**config.mk**
```make
export PLATFORM = sky130hd
export DESIGN_NAME = hib_power_ctrl
export DESIGN_NICKNAME = d
export VERILOG_FILES = /design/src/rtl/hib_pkg.sv /design/src/rtl/hib_por_stretch.sv /design/src/rtl/hib_wake_filter.sv /design/src/rtl/hib_rst_timer.sv /design/src/rtl/hib_power_ctrl.sv
export SDC_FILE = /design/constraint.sdc
export NUM_CORES = 1
export LEC_CHECK = 0
export ABC_CLOCK_PERIOD_IN_PS = 2660
export BUFFER_PORTS_ARGS = -buffer_cell sky130_fd_sc_hd__buf_2
export CELL_PAD_IN_SITES_DETAIL_PLACEMENT = 0
export CELL_PAD_IN_SITES_GLOBAL_PLACEMENT = 2
export CORE_AREA = 8 8 117 119
export CTS_BUF_LIST = sky130_fd_sc_hd__clkbuf_16
export CTS_CLUSTER_SIZE = 25
export DETAILED_ROUTE_END_ITERATION = 16
export DIE_AREA = 0 0 125 127
export HOLD_SLACK_MARGIN = 0.05
export PLACE_DENSITY_LB_ADDON = 0.1
export SKIP_LAST_GASP = 1
export SLEW_MARGIN = 20
export SYNTH_ARGS = -nofsm -noshare
export SYNTH_HDL_FRONTEND = slang
export SYNTH_SLANG_ARGS = --single-unit
```
**constraint.sdc**
```tcl
create_clock -name clk -period 2.66 [get_ports clk]
set_clock_uncertainty 0.05 [all_clocks]
set_input_delay 0.133 -clock clk [delete_from_list [all_inputs] [get_ports clk]]
set_output_delay 0.133 -clock clk [all_outputs]
set_load 0.05 [all_outputs]
```
**src/rtl/hib_pkg.sv**
```systemverilog
package hib_pkg;
   localparam int DATA_W    = 16;
   localparam int ADDR_W    = 3;
   localparam int UNIT_LOG2 = 5;

   typedef enum logic [ADDR_W-1:0] {
      SEL_CTRL = 3'd0,
      SEL_FILT = 3'd1,
      SEL_RLEN = 3'd2,
      SEL_WEN  = 3'd3,
      SEL_STAT = 3'd4
   } reg_sel_e;

   localparam int ST_ALM = 0;
   localparam int ST_PIN = 1;
   localparam int ST_PPR = 4;
   localparam int ST_HR  = 5;

   localparam int WEN_ALM = 0;
   localparam int WEN_PIN = 1;
endpackage

```
**src/rtl/hib_por_stretch.sv**
```systemverilog
module hib_por_stretch #(
   parameter int POR_CYCLES = 1966
) (
   input  logic clk,
   input  logic por_n,
   output logic busy
);
   localparam int CW = (POR_CYCLES < 2) ? 1 : $clog2(POR_CYCLES);
   localparam logic [CW-1:0] LAST = CW'(POR_CYCLES - 1);

   if (POR_CYCLES < 1) begin : g_bad_len
      $error("POR_CYCLES must be at least 1");
   end

   logic [CW-1:0] cnt_q;

   always_ff @(posedge clk or negedge por_n) begin
      if (!por_n) begin
         cnt_q <= '0;
         busy  <= 1'b1;
      end else if (busy) begin
         if (cnt_q == LAST) busy <= 1'b0;
         else               cnt_q <= cnt_q + 1'b1;
      end
   end

   assert_por_hold_R8: assert property (@(posedge clk) disable iff (!por_n)
      (busy && cnt_q != LAST) |=> busy);
endmodule

```
**src/rtl/hib_wake_filter.sv**
```systemverilog
module hib_wake_filter #(
   parameter int FILT_W      = 11,
   parameter int UNIT_LOG2   = 5,
   parameter int SYNC_STAGES = 2
) (
   input  logic              clk,
   input  logic              por_n,
   input  logic              clr,
   input  logic              pin_n,
   input  logic [FILT_W-1:0] filt,
   output logic              wake
);
   localparam int CNT_W = FILT_W + UNIT_LOG2;

   if (SYNC_STAGES < 2) begin : g_bad_sync
      $error("SYNC_STAGES must be at least 2");
   end

   logic [SYNC_STAGES-1:0] sync_q;
   logic [CNT_W-1:0]       cnt_q;
   logic [CNT_W-1:0]       target;
   logic                   pin_low;

   assign target  = {filt, {UNIT_LOG2{1'b0}}};
   assign pin_low = ~sync_q[SYNC_STAGES-1];

   always_ff @(posedge clk or negedge por_n) begin
      if (!por_n) begin
         sync_q <= '1;
         cnt_q  <= '0;
      end else if (clr) begin
         sync_q <= '1;
         cnt_q  <= '0;
      end else begin
         sync_q <= {sync_q[SYNC_STAGES-2:0], pin_n};
         if (!pin_low)            cnt_q <= '0;
         else if (cnt_q < target) cnt_q <= cnt_q + 1'b1;
      end
   end

   assign wake = pin_low && (cnt_q >= target);

   assert_filter_lowlevel_R4: assert property (@(posedge clk) disable iff (!por_n || clr)
      (wake && target != '0) |-> $past(pin_low));
endmodule

```
**src/rtl/hib_rst_timer.sv**
```systemverilog
module hib_rst_timer #(
   parameter int RLEN_W    = 7,
   parameter int UNIT_LOG2 = 5
) (
   input  logic              clk,
   input  logic              por_n,
   input  logic              clr,
   input  logic              start,
   input  logic [RLEN_W-1:0] rlen,
   output logic              busy,
   output logic              done
);
   localparam int CNT_W = RLEN_W + UNIT_LOG2;

   logic [CNT_W-1:0] cnt_q;
   logic [CNT_W-1:0] load;

   assign load = (rlen == '0) ? CNT_W'(1) : {rlen, {UNIT_LOG2{1'b0}}};
   assign done = busy && (cnt_q == '0);

   always_ff @(posedge clk or negedge por_n) begin
      if (!por_n) begin
         busy  <= 1'b0;
         cnt_q <= '0;
      end else if (clr) begin
         busy  <= 1'b0;
         cnt_q <= '0;
      end else if (busy) begin
         if (cnt_q == '0) busy <= 1'b0;
         else             cnt_q <= cnt_q - 1'b1;
      end else if (start) begin
         busy  <= 1'b1;
         cnt_q <= load - CNT_W'(1);
      end
   end

   assert_hold_continues_R6: assert property (@(posedge clk) disable iff (!por_n || clr)
      (busy && cnt_q != '0) |=> busy);
endmodule

```
**src/rtl/hib_power_ctrl.sv**
```systemverilog
module hib_power_ctrl
   import hib_pkg::*;
#(
   parameter int              FILT_W      = 11,
   parameter int              RLEN_W      = 7,
   parameter int              SYNC_STAGES = 2,
   parameter int              POR_CYCLES  = 1966,
   parameter logic [10:0]     FILT_INIT   = 11'd64,
   parameter logic [6:0]      RLEN_INIT   = 7'h7F
) (
   input  logic              clk,
   input  logic              por_n,
   input  logic              pin_rst_n,
   input  logic              wdt_rst,
   input  logic              wake_pin_n,
   input  logic              alarm_evt,
   input  logic              wr_en,
   input  logic [ADDR_W-1:0] wr_addr,
   input  logic [DATA_W-1:0] wr_data,
   input  logic [ADDR_W-1:0] rd_addr,
   output logic [DATA_W-1:0] rd_data,
   output logic              supply_on,
   output logic              hib_rst,
   output logic              por_rst,
   output logic              write_protect
);
   localparam int FILT_MSB = UNIT_LOG2 + FILT_W - 1;
   localparam int RLEN_MSB = UNIT_LOG2 + RLEN_W - 1;

   if (FILT_MSB >= DATA_W) begin : g_bad_filt
      $error("filter field does not fit the data word");
   end
   if (RLEN_MSB >= DATA_W) begin : g_bad_rlen
      $error("reset-length field does not fit the data word");
   end
   if (FILT_W != 11 || RLEN_W != 7) begin : g_bad_init
      $error("init parameters are sized for an 11-bit filter and 7-bit length");
   end

   logic              por_busy;
   logic              pd_q;
   logic [FILT_W-1:0] filt_q;
   logic [RLEN_W-1:0] rlen_q;
   logic [1:0]        wen_q;
   logic [5:0]        stat_q;
   logic [5:0]        stat_d;
   logic              pin_wake;
   logic              tmr_busy;
   logic              tmr_done;
   logic              take_pin;
   logic              take_alm;
   logic              accept;
   logic              wr_ok;
   logic              wdt_ok;

   hib_por_stretch #(.POR_CYCLES(POR_CYCLES)) u_por (
      .clk   (clk),
      .por_n (por_n),
      .busy  (por_busy)
   );

   hib_wake_filter #(
      .FILT_W      (FILT_W),
      .UNIT_LOG2   (UNIT_LOG2),
      .SYNC_STAGES (SYNC_STAGES)
   ) u_filt (
      .clk   (clk),
      .por_n (por_n),
      .clr   (por_busy),
      .pin_n (wake_pin_n),
      .filt  (filt_q),
      .wake  (pin_wake)
   );

   hib_rst_timer #(
      .RLEN_W    (RLEN_W),
      .UNIT_LOG2 (UNIT_LOG2)
   ) u_tmr (
      .clk   (clk),
      .por_n (por_n),
      .clr   (por_busy),
      .start (accept),
      .rlen  (rlen_q),
      .busy  (tmr_busy),
      .done  (tmr_done)
   );

   assign take_pin = pd_q && !tmr_busy && wen_q[WEN_PIN] && pin_wake;
   assign take_alm = pd_q && !tmr_busy && wen_q[WEN_ALM] && alarm_evt;
   assign accept   = take_pin || take_alm;
   assign wdt_ok   = !pd_q && wdt_rst;
   assign wr_ok    = !pd_q && !wdt_rst && wr_en;

   always_comb begin
      stat_d = stat_q;
      if (wdt_ok) begin
         stat_d = '0;
      end else if (wr_ok && wr_addr == SEL_STAT) begin
         stat_d[ST_ALM] = stat_q[ST_ALM] & wr_data[ST_ALM];
         stat_d[ST_PIN] = stat_q[ST_PIN] & wr_data[ST_PIN];
         stat_d[ST_PPR] = stat_q[ST_PPR] & wr_data[ST_PPR];
         stat_d[ST_HR]  = stat_q[ST_HR]  & wr_data[ST_HR];
      end
      if (!pd_q && !pin_rst_n) stat_d[ST_PPR] = 1'b1;
      if (accept)              stat_d[ST_HR]  = 1'b1;
      if (take_pin)            stat_d[ST_PIN] = 1'b1;
      if (take_alm)            stat_d[ST_ALM] = 1'b1;
      stat_d[3:2] = 2'b00;
   end

   always_ff @(posedge clk or negedge por_n) begin
      if (!por_n) begin
         pd_q   <= 1'b0;
         filt_q <= FILT_INIT;
         rlen_q <= RLEN_INIT;
         wen_q  <= '0;
         stat_q <= '0;
      end else if (por_busy) begin
         pd_q   <= 1'b0;
         filt_q <= FILT_INIT;
         rlen_q <= RLEN_INIT;
         wen_q  <= '0;
         stat_q <= '0;
      end else begin
         stat_q <= stat_d;
         if (tmr_done) begin
            pd_q <= 1'b0;
         end else if (wr_ok && wr_addr == SEL_CTRL) begin
            pd_q <= wr_data[0];
         end
         if (wdt_ok) begin
            filt_q <= FILT_INIT;
            rlen_q <= RLEN_INIT;
            wen_q  <= '0;
         end else if (wr_ok) begin
            case (wr_addr)
               SEL_FILT: filt_q <= wr_data[FILT_MSB:UNIT_LOG2];
               SEL_RLEN: rlen_q <= wr_data[RLEN_MSB:UNIT_LOG2];
               SEL_WEN:  wen_q  <= wr_data[1:0];
               default:  ;
            endcase
         end
      end
   end

   always_comb begin
      rd_data = '0;
      case (rd_addr)
         SEL_CTRL: rd_data[0] = pd_q;
         SEL_FILT: rd_data[FILT_MSB:UNIT_LOG2] = filt_q;
         SEL_RLEN: rd_data[RLEN_MSB:UNIT_LOG2] = rlen_q;
         SEL_WEN:  rd_data[1:0] = wen_q;
         SEL_STAT: rd_data[5:0] = stat_q;
         default:  rd_data = '0;
      endcase
   end

   assign supply_on     = !pd_q;
   assign write_protect = pd_q;
   assign hib_rst       = tmr_busy;
   assign por_rst       = por_busy;

   assert_pd_write_R1: assert property (@(posedge clk) disable iff (!por_n || por_busy)
      (wr_en && wr_addr == SEL_CTRL && wr_data[0] && supply_on && !wdt_rst) |=> !supply_on);
   assert_cfg_locked_R2: assert property (@(posedge clk) disable iff (!por_n || por_busy)
      write_protect |=> ($stable(wen_q) && $stable(filt_q) && $stable(rlen_q)));
   assert_resets_ignored_R3: assert property (@(posedge clk) disable iff (!por_n || por_busy)
      (!supply_on && (wdt_rst || !pin_rst_n)) |=> $stable(stat_q[ST_PPR]));
   assert_wake_only_pd_R5: assert property (@(posedge clk) disable iff (!por_n || por_busy)
      $rose(hib_rst) |-> $past(pd_q));
   assert_supply_back_R6: assert property (@(posedge clk) disable iff (!por_n || por_busy)
      $fell(hib_rst) |-> supply_on);
   assert_hr_flag_R7: assert property (@(posedge clk) disable iff (!por_n || por_busy)
      $rose(hib_rst) |-> stat_q[ST_HR]);
endmodule

```
==> results of run 1 <==
path summary, 6_finish.rpt:
path,startpoint,to,slack [ns],cells after the start
setup / recovery,filt_q[6],u_tmr.cnt_q[0],0.20,9
hold / removal,wr_data[4],stat_q[4],0.1,3
setup reg to reg,filt_q[6],u_tmr.cnt_q[0],0.20,9
hold reg to reg,u_por.cnt_q[5],u_por.cnt_q[5],0.41,1
max in group asynchronous,por_n,u_por.busy,1.90,3
min in group asynchronous,por_n,filt_q[5],0.30,3
placed cells by master, fill, tap and decap left out, types with 8 or more instances in the layout:
master	count
nand3_1	28
o21ai_0	8
buf_2	44
xor2_1	15
clkbuf_16	9
buf_4	18
xnor2_1	11
dfstp_2	11
nand4_1	12
ha_1	16
a21oi_1	25
nand2b_1	9
mux2i_1	15
dlygate4sd3_1	16
nand2_1	39
nor2_1	52
dfrtp_1	56
and2_1	9
nor2b_1	8
inv_1	21
per-stage QoR:
stage	cell area, um2	hold slack (ns)	instances
5_1_grt	5080	0.114	674
3_5_place_dp	4600	0.142	642
2_1_floorplan	4130	-0.213	452
3_3_place_gp	4600	0.139	642
6_report	5080	0.0980	674
4_1_cts	5080	0.0883	674
sequential cells by signal, summed over array words and instances (netlist names), 2 cells and up:
signal / count
filt_q: 11
rlen_q: 7
stat_q: 4
u_filt.cnt_q: 16
u_filt.sync_q: 2
u_por.cnt_q: 11
u_tmr.cnt_q: 12
wen_q: 2
logic make-up after synthesis:
logic type | after synthesis | synth area share, %
AOI/OAI and AO/OA | 86 | 15.1
xor gates and xnor gates | 26 | 5.52
adders and majority gates | 16 | 4.85
buffers and inverters | 42 | 4.09
DFF | 68 | 41.6
muxes | 17 | 4.18
other | 1 | 0.0909
and+or+nand+nor | 195 | 24.6
timing repair:
action,4_1_cts,5_1_grt
setup buffers,0,0
hold buffers,16,0
hold endpoints to repair,79,0
power by group through the flow:
stage	Combinational [mW]	Clock (mW)	Sequential [mW]
detailed placement	0.309	0	1.12
finish	0.323	1.29	1.10
global route	0.356	1.39	1.11
global placement	0.307	0	1.12
CTS	0.329	1.33	1.10
floorplan	0.176	0	1.13
final cells by class:
cell class                      count  area [um2]
Inverter                           22        82.6
Timing Repair Buffer               79         536
Tap cell                          147         184
Fill cell                        1206        6730
Clock inverter                      7        91.3
Clock buffer                        9         225
Sequential cell                    68        1720
Multi-Input combinational cell    342        2250
worst max-delay path: cells and delay by family (launching register included):
| kind | cells | cell delay (ns) |
|---|---|---|
| AOI/OAI and AO/OA | 5 | 0.90 |
| adders and majority gates | 1 | 0.32 |
| and+or+nand+nor | 1 | 0.29 |
| buffers and inverters | 2 | 0.27 |
| DFF | 1 | 0.54 |
layer usage:
layer	global-route usage (%)	up-vias	share of wire, %
met4	4.80	0	1.2
met3	4.66	12	5.3
met2	24.3	81	46
met5	0	-	0
met1	19.5	1766	48
li1	-	1746	-
==> key figures, run 1 <==
Drt
  – Overall routed net length: 11.6 mm
  – DR iter-0 viols: 189
  – DRC: 0
  – DRT Pass-1 Iters: 4
  – Vias per std cell: 5.35
  – ANT nets after route: 0
  – Vias: around 3.6k
  – WL/cell: around 17 um

Yosys
  – Area contributors post-synth: dfrtp_1 (35%), dfstp_2 (7.0%), ha_1 (4.9%), nor2_1 (4.7%), mux2i_1 (3.6%)
  – Yosys warning count: 0
  – Primary FF master, synth: dfrtp_1
  – Cell count after synthesis: 451
  – Sequential fraction of the synthesis area: 41.6%
  – Top-area cell type share of the netlist area: around 35%
  – Post-Syn Area per Cell: about 9.1 um2
  – FFs w/ async S/R, synth: 100%
  – Count leader, synth: dfrtp_1
  – Mapped Area: slightly above 0.004 mm2
  – Post-synth top area cell: dfrtp_1
  – Post-synth EDFFs: 0
  – Post-synth top cells: dfrtp_1 (57), nor2_1 (52), nand2_1 (39), nand3_1 (28), a21oi_1 (25)
  – Synthesized flop and latch total: 68
  – Post-synth cell types: 63

Timing
  – Slew Limit Fails: 0
  – Setup TNS: 0 ns
  – Post-route clock period utilization: between 90 and 100%
  – Max Fclk: 407 MHz
  – Worst setup margin: 0.204 ns
  – RSZ-0062 raised after global routing: false
  – Slew @ Worst Pin: 0.685 ns
  – Minimum clock period: 2.46 ns
  – Hold Vio Cnt, Final: 0
  – Final setup fails: 0
  – Headroom to the max-slew limit: a little over half

Clock network
  – CTS Buffer Depth: 2
  – Clock transition at path regs: 0.06 ns
  – TritonCTS buffer count: 9
  – CTS root buffer: clkbuf_16
  – Clock sink count: between 60 and 70
  – Htree depth: 3
  – CTS tree: yes
  – Clock Latency Late Sink: 0.34 ns
  – PostCTS Resize Cnt: 0

Pwr
  – Final total power: 2.72 mW
  – Switching Fraction: 26.6%
  – Peak supply drop: 0.336 mV
  – Power per cell area: 535 mW/mm2
  – NetSw: 0.722 mW
  – Cell-internal power: 2.00 mW
  – Clock network power share: 47.6%
  – Pleak: 2.33 nW
  – Reg power frac: about two fifths
  – Combinational group share of total power: 11.9%

Layout
  – Ant diodes: 0
  – Layout Utilization: 43.0%
  – Synth-to-Final Area Change: 23.1%
  – Layout net count: ~570
  – Fraction of final layout cells sized beyond drive strength 1: 20.7%

GRT
  – Initial antenna violation count: 0
  – Largest net degree at the start of global routing: 69
  – Overall routing resource usage: 15.3%
  – Number of global-route vias before repair: 3683
  – First-pass GRT wire length: 19.4 mm
  – Grt ovf: 0

Floorplanning
  – IO Pins: 49
  – Die Height: 127 um
  – Row Count: 40
  – Die X-Extent: 125 um
  – Initial core utilization: 34.9%
  – Core area: 0.0118 mm2
  – Die Footprint: 0.0159 mm2

Worst setup path
  – Required time of the critical path: between 2 and 3 ns
  – Critical-path top delay cell: dfstp_2
  – Worst endpoint data arrival time: between 2 and 3 ns
  – Crit-path max FO: 6
  – Critical path type: register to register
  – Critical Path Most Common Cell: a21oi_1
  – Worst Setup End Kind: register
  – Crit path cell chain: inv_1 > ha_1 > a21oi_1 > o21ai_1 > a21oi_1 > nand3_2 > buf_4 > a21bo_2 > a21oi_1
  – Startpoint types: register
  – Slowest stage delay, CP: 0.54 ns

Placement
  – Pre-CTS WS: 0.163 ns
  – Detailed Place HPWL: slightly above 8 mm
  – Port Buffers: between 40 and 50
  – GPL Wtd Cong: 0.793

Worst hold path
  – Type of the worst min-delay path: input port to register

Job
  – Max_cap viols: 0

Outcome
  – Outcome: finished, final reports clean
Power figures use the tool's default switching activity.
==> inputs of run 2 (changes only) <==
--- a/config.mk
+++ b/config.mk
@@ -9,13 +9,13 @@
 export BUFFER_PORTS_ARGS = -buffer_cell sky130_fd_sc_hd__buf_2
 export CELL_PAD_IN_SITES_DETAIL_PLACEMENT = 0
 export CELL_PAD_IN_SITES_GLOBAL_PLACEMENT = 2
-export CORE_AREA = 8 8 117 119
+export CORE_AREA = 8 8 129 107
 export CTS_BUF_LIST = sky130_fd_sc_hd__clkbuf_16
 export CTS_CLUSTER_SIZE = 25
 export DETAILED_ROUTE_END_ITERATION = 16
-export DIE_AREA = 0 0 125 127
+export DIE_AREA = 0 0 137 115
 export HOLD_SLACK_MARGIN = 0.05
-export PLACE_DENSITY_LB_ADDON = 0.1
+export PLACE_DENSITY = 0.87
 export SKIP_LAST_GASP = 1
 export SLEW_MARGIN = 20
 export SYNTH_ARGS = -nofsm -noshare
==> run 2 against run 1 <==
Effect of this change: non-clock buffer count down 3; flip-flop and latch count unchanged; critical path depth down 1; critical endpoint is now u_tmr.cnt_q[6]; first-iteration DRC count up 43%; maximum frequency down 0.49%; combinational power down 2%; die area down 0.76%.
==> key figures, run 2 (same netlist as run 1, synthesis figures left out) <==
Floorplanning
  – Die X-Extent: around 140 um
  – Initial core utilization: a little over a third
  – Row Count: 36
  – IO Pins: between 40 and 50
  – Die Height: 115 um
  – Die Footprint: 0.0158 mm2
  – Core area: between 0.01 and 0.015 mm2

Timing
  – Min Hold Slack: 0.0555 ns
  – Slew @ Worst Pin: 0.692 ns
  – Setup TNS: 0 ns
  – Post-route clock period utilization: 92.8%
  – Hold Vio Cnt, Final: 0
  – Headroom to the max-slew limit: between 50% and 60%
  – Slew Limit Fails: 0
  – Minimum clock period: 2.47 ns
  – Final setup fails: 0
  – Max Fclk: 405 MHz
  – RSZ-0062 raised after global routing: false

Worst setup path
  – Critical path destination: u_tmr.cnt_q[6]
  – Critical path type: register to register
  – Worst Setup End Kind: register
  – Worst endpoint data arrival time: approximately 2.6 ns
  – Required time of the critical path: 2.83 ns
  – Crit path buf inv count: 1
  – Crit-path max FO: 9
  – Critical-path top delay cell: a311o_1
  – Top cell family by delay on the critical path: compound AO/OA/AOI/OAI gates
  – Crit path cell chain: inv_1 > ha_1 > nor4b_2 > nand4_1 > a311o_1 > nand3_2 > nand2_2 > o32ai_1
  – Worst path depth: 8
  – Critical path origin: filt_q[2]
  – Worst Reg-to-Reg Cells: 8
  – Slowest stage delay, CP: 0.45 ns
  – Worst R2R Setup Slack: 0.19 ns
  – Startpoint types: register
  – FF-to-FF End: u_tmr.cnt_q[6]
  – Reg2Reg Launch Point: filt_q[2]

GRT
  – Global route hottest layer: met1
  – Initial antenna violation count: 0
  – Overall routing resource usage: 14.6%
  – Grt ovf: 0
  – First-pass GRT wire length: 18.2 mm
  – Met2 Track Usage GR: 20.5%
  – Number of global-route vias before repair: 3529
  – Largest net degree at the start of global routing: 37
  – Grt met1 use: 21.6%
  – GRT met3 Usage: 3.32%

Layout
  – Fillers: around 1.1k
  – Top flop regs: u_filt.cnt_q: 16 flops, u_tmr.cnt_q: 12 flops
  – Commonest non-fill, non-tap cell in the layout: dfrtp_1
  – Layout net count: 564
  – Max reg flops: 16
  – Layout Utilization: about 43%
  – Ant diodes: 0
  – Synth-to-Final Area Change: 23.1%
  – Fraction of final layout cells sized beyond drive strength 1: 20.8%
  – Reg area: 0.00172 mm2
  – Reg with most FFs: u_filt.cnt_q
  – Most frequent cells in the layout: dfrtp_1 (56), nor2_1 (52), buf_2 (44)
  – Area occupied by multi-input gates: 0.00225 mm2

Placement
  – Detailed Place HPWL: 8.20 mm
  – Port Buffers: 44
  – GPL Wtd Cong: between 0.8 and 0.9

Clock network
  – CTS Buffer Depth: 2
  – Clock sink count: 68
  – Htree depth: 3
  – Clock transition at path regs: around 0.060 ns
  – CTS tree: yes
  – Clock Latency Late Sink: between 0.3 and 0.4 ns
  – TritonCTS buffer count: 9
  – CTS root buffer: clkbuf_16

Drt
  – WL/cell: 16.3 um
  – Vias: approximately 3.5k
  – DRT Pass-1 Iters: 4
  – DR iter-0 viols: 271
  – Overall routed net length: 11.0 mm
  – ANT nets after route: 0
  – DRC: 0
  – Vias per std cell: 5.20

Pwr
  – Peak supply drop: about 0.29 mV
  – Pleak: 2.34 nW
  – Power per cell area: 549 mW/mm2
  – Final total power: 2.79 mW

Worst hold path
  – Type of the worst min-delay path: input port to register

Job
  – Max_cap viols: 0

Outcome
  – Outcome: finished, final reports clean
## run 2: cell count changes in the layout (fill, tap and decap cells not counted)
cell / previous run / this run
clkinvlp_4: 2 / 0
bufinv_16: 2 / 3
a21oi_2: 1 / 2
dlygate4sd3_1: 16 / 15
buf_4: 18 / 17
clkinv_4: 1 / 2
inv_1: 21 / 22
clkinv_1: 3 / 1
a21oi_1: 25 / 24
clkinv_2: 0 / 1
buf_12: 1 / 0
## run 2: power breakdown
part	total (mW)	switching, mW	internal (mW)
Clock	1.37	0.458	0.914
Sequential	1.10	0.0281	1.07
Combinational	0.317	0.214	0.103
## run 2: final cells by class
cell class                 instances  area share (%)
timing repair buffer              76            9.81
multi-input combinational        342            44.3
inverter                          22            1.63
tap                              152            3.74
clock buffer                       9            4.43
clock inverter                     7            2.29
sequential                        68            33.8
## run 2: per-stage QoR
| stage | cell area [um2] | std cells | setup slack (ns) |
|---|---|---|---|
| final | 5080 | 676 | 0.192 |
| after global routing | 5080 | 676 | 0.0362 |
| after CTS | 5070 | 676 | 0.147 |
| after detailed placement | 4580 | 645 | 0.160 |
| after global placement | 4580 | 645 | 0.214 |
| after floorplan | 4130 | 452 | 0.0689 |
## run 2: timing repair
action,CTS,global route
endpoints found under the setup margin,0,1
gates resized for setup,0,1
buffers inserted,0,0
hold buffers,15,0
endpoints found under the hold margin,34,0
## run 2: worst min-delay path by stage
stage	from	to	slack (ns)	cells past startpoint
finish	wr_data[5]	rlen_q[0]	0.06	3
global placement	por_n	u_por.cnt_q[3]	0.01	1
global route	wr_data[5]	rlen_q[0]	0.09	3
detailed placement	por_n	u_por.cnt_q[0]	0.02	1
floorplan	por_n	filt_q[0]	-0.21	0
CTS	wr_data[5]	rlen_q[0]	0.05	3
## run 2: worst register-to-register path: stages, from the launching register on
cell,delay [ns]
dfrtp_1,0.38
inv_1,0.06
ha_1,0.31
nor4b_2,0.20
nand4_1,0.14
a311o_1,0.45
nand3_2,0.23
nand2_2,0.20
o32ai_1,0.34
## run 2: per-layer routing
layer	up-vias	routed length [um]
met3	6	709
met2	87	4600
met4	0	75
met5	-	0
li1	1744	-
met1	1675	5640
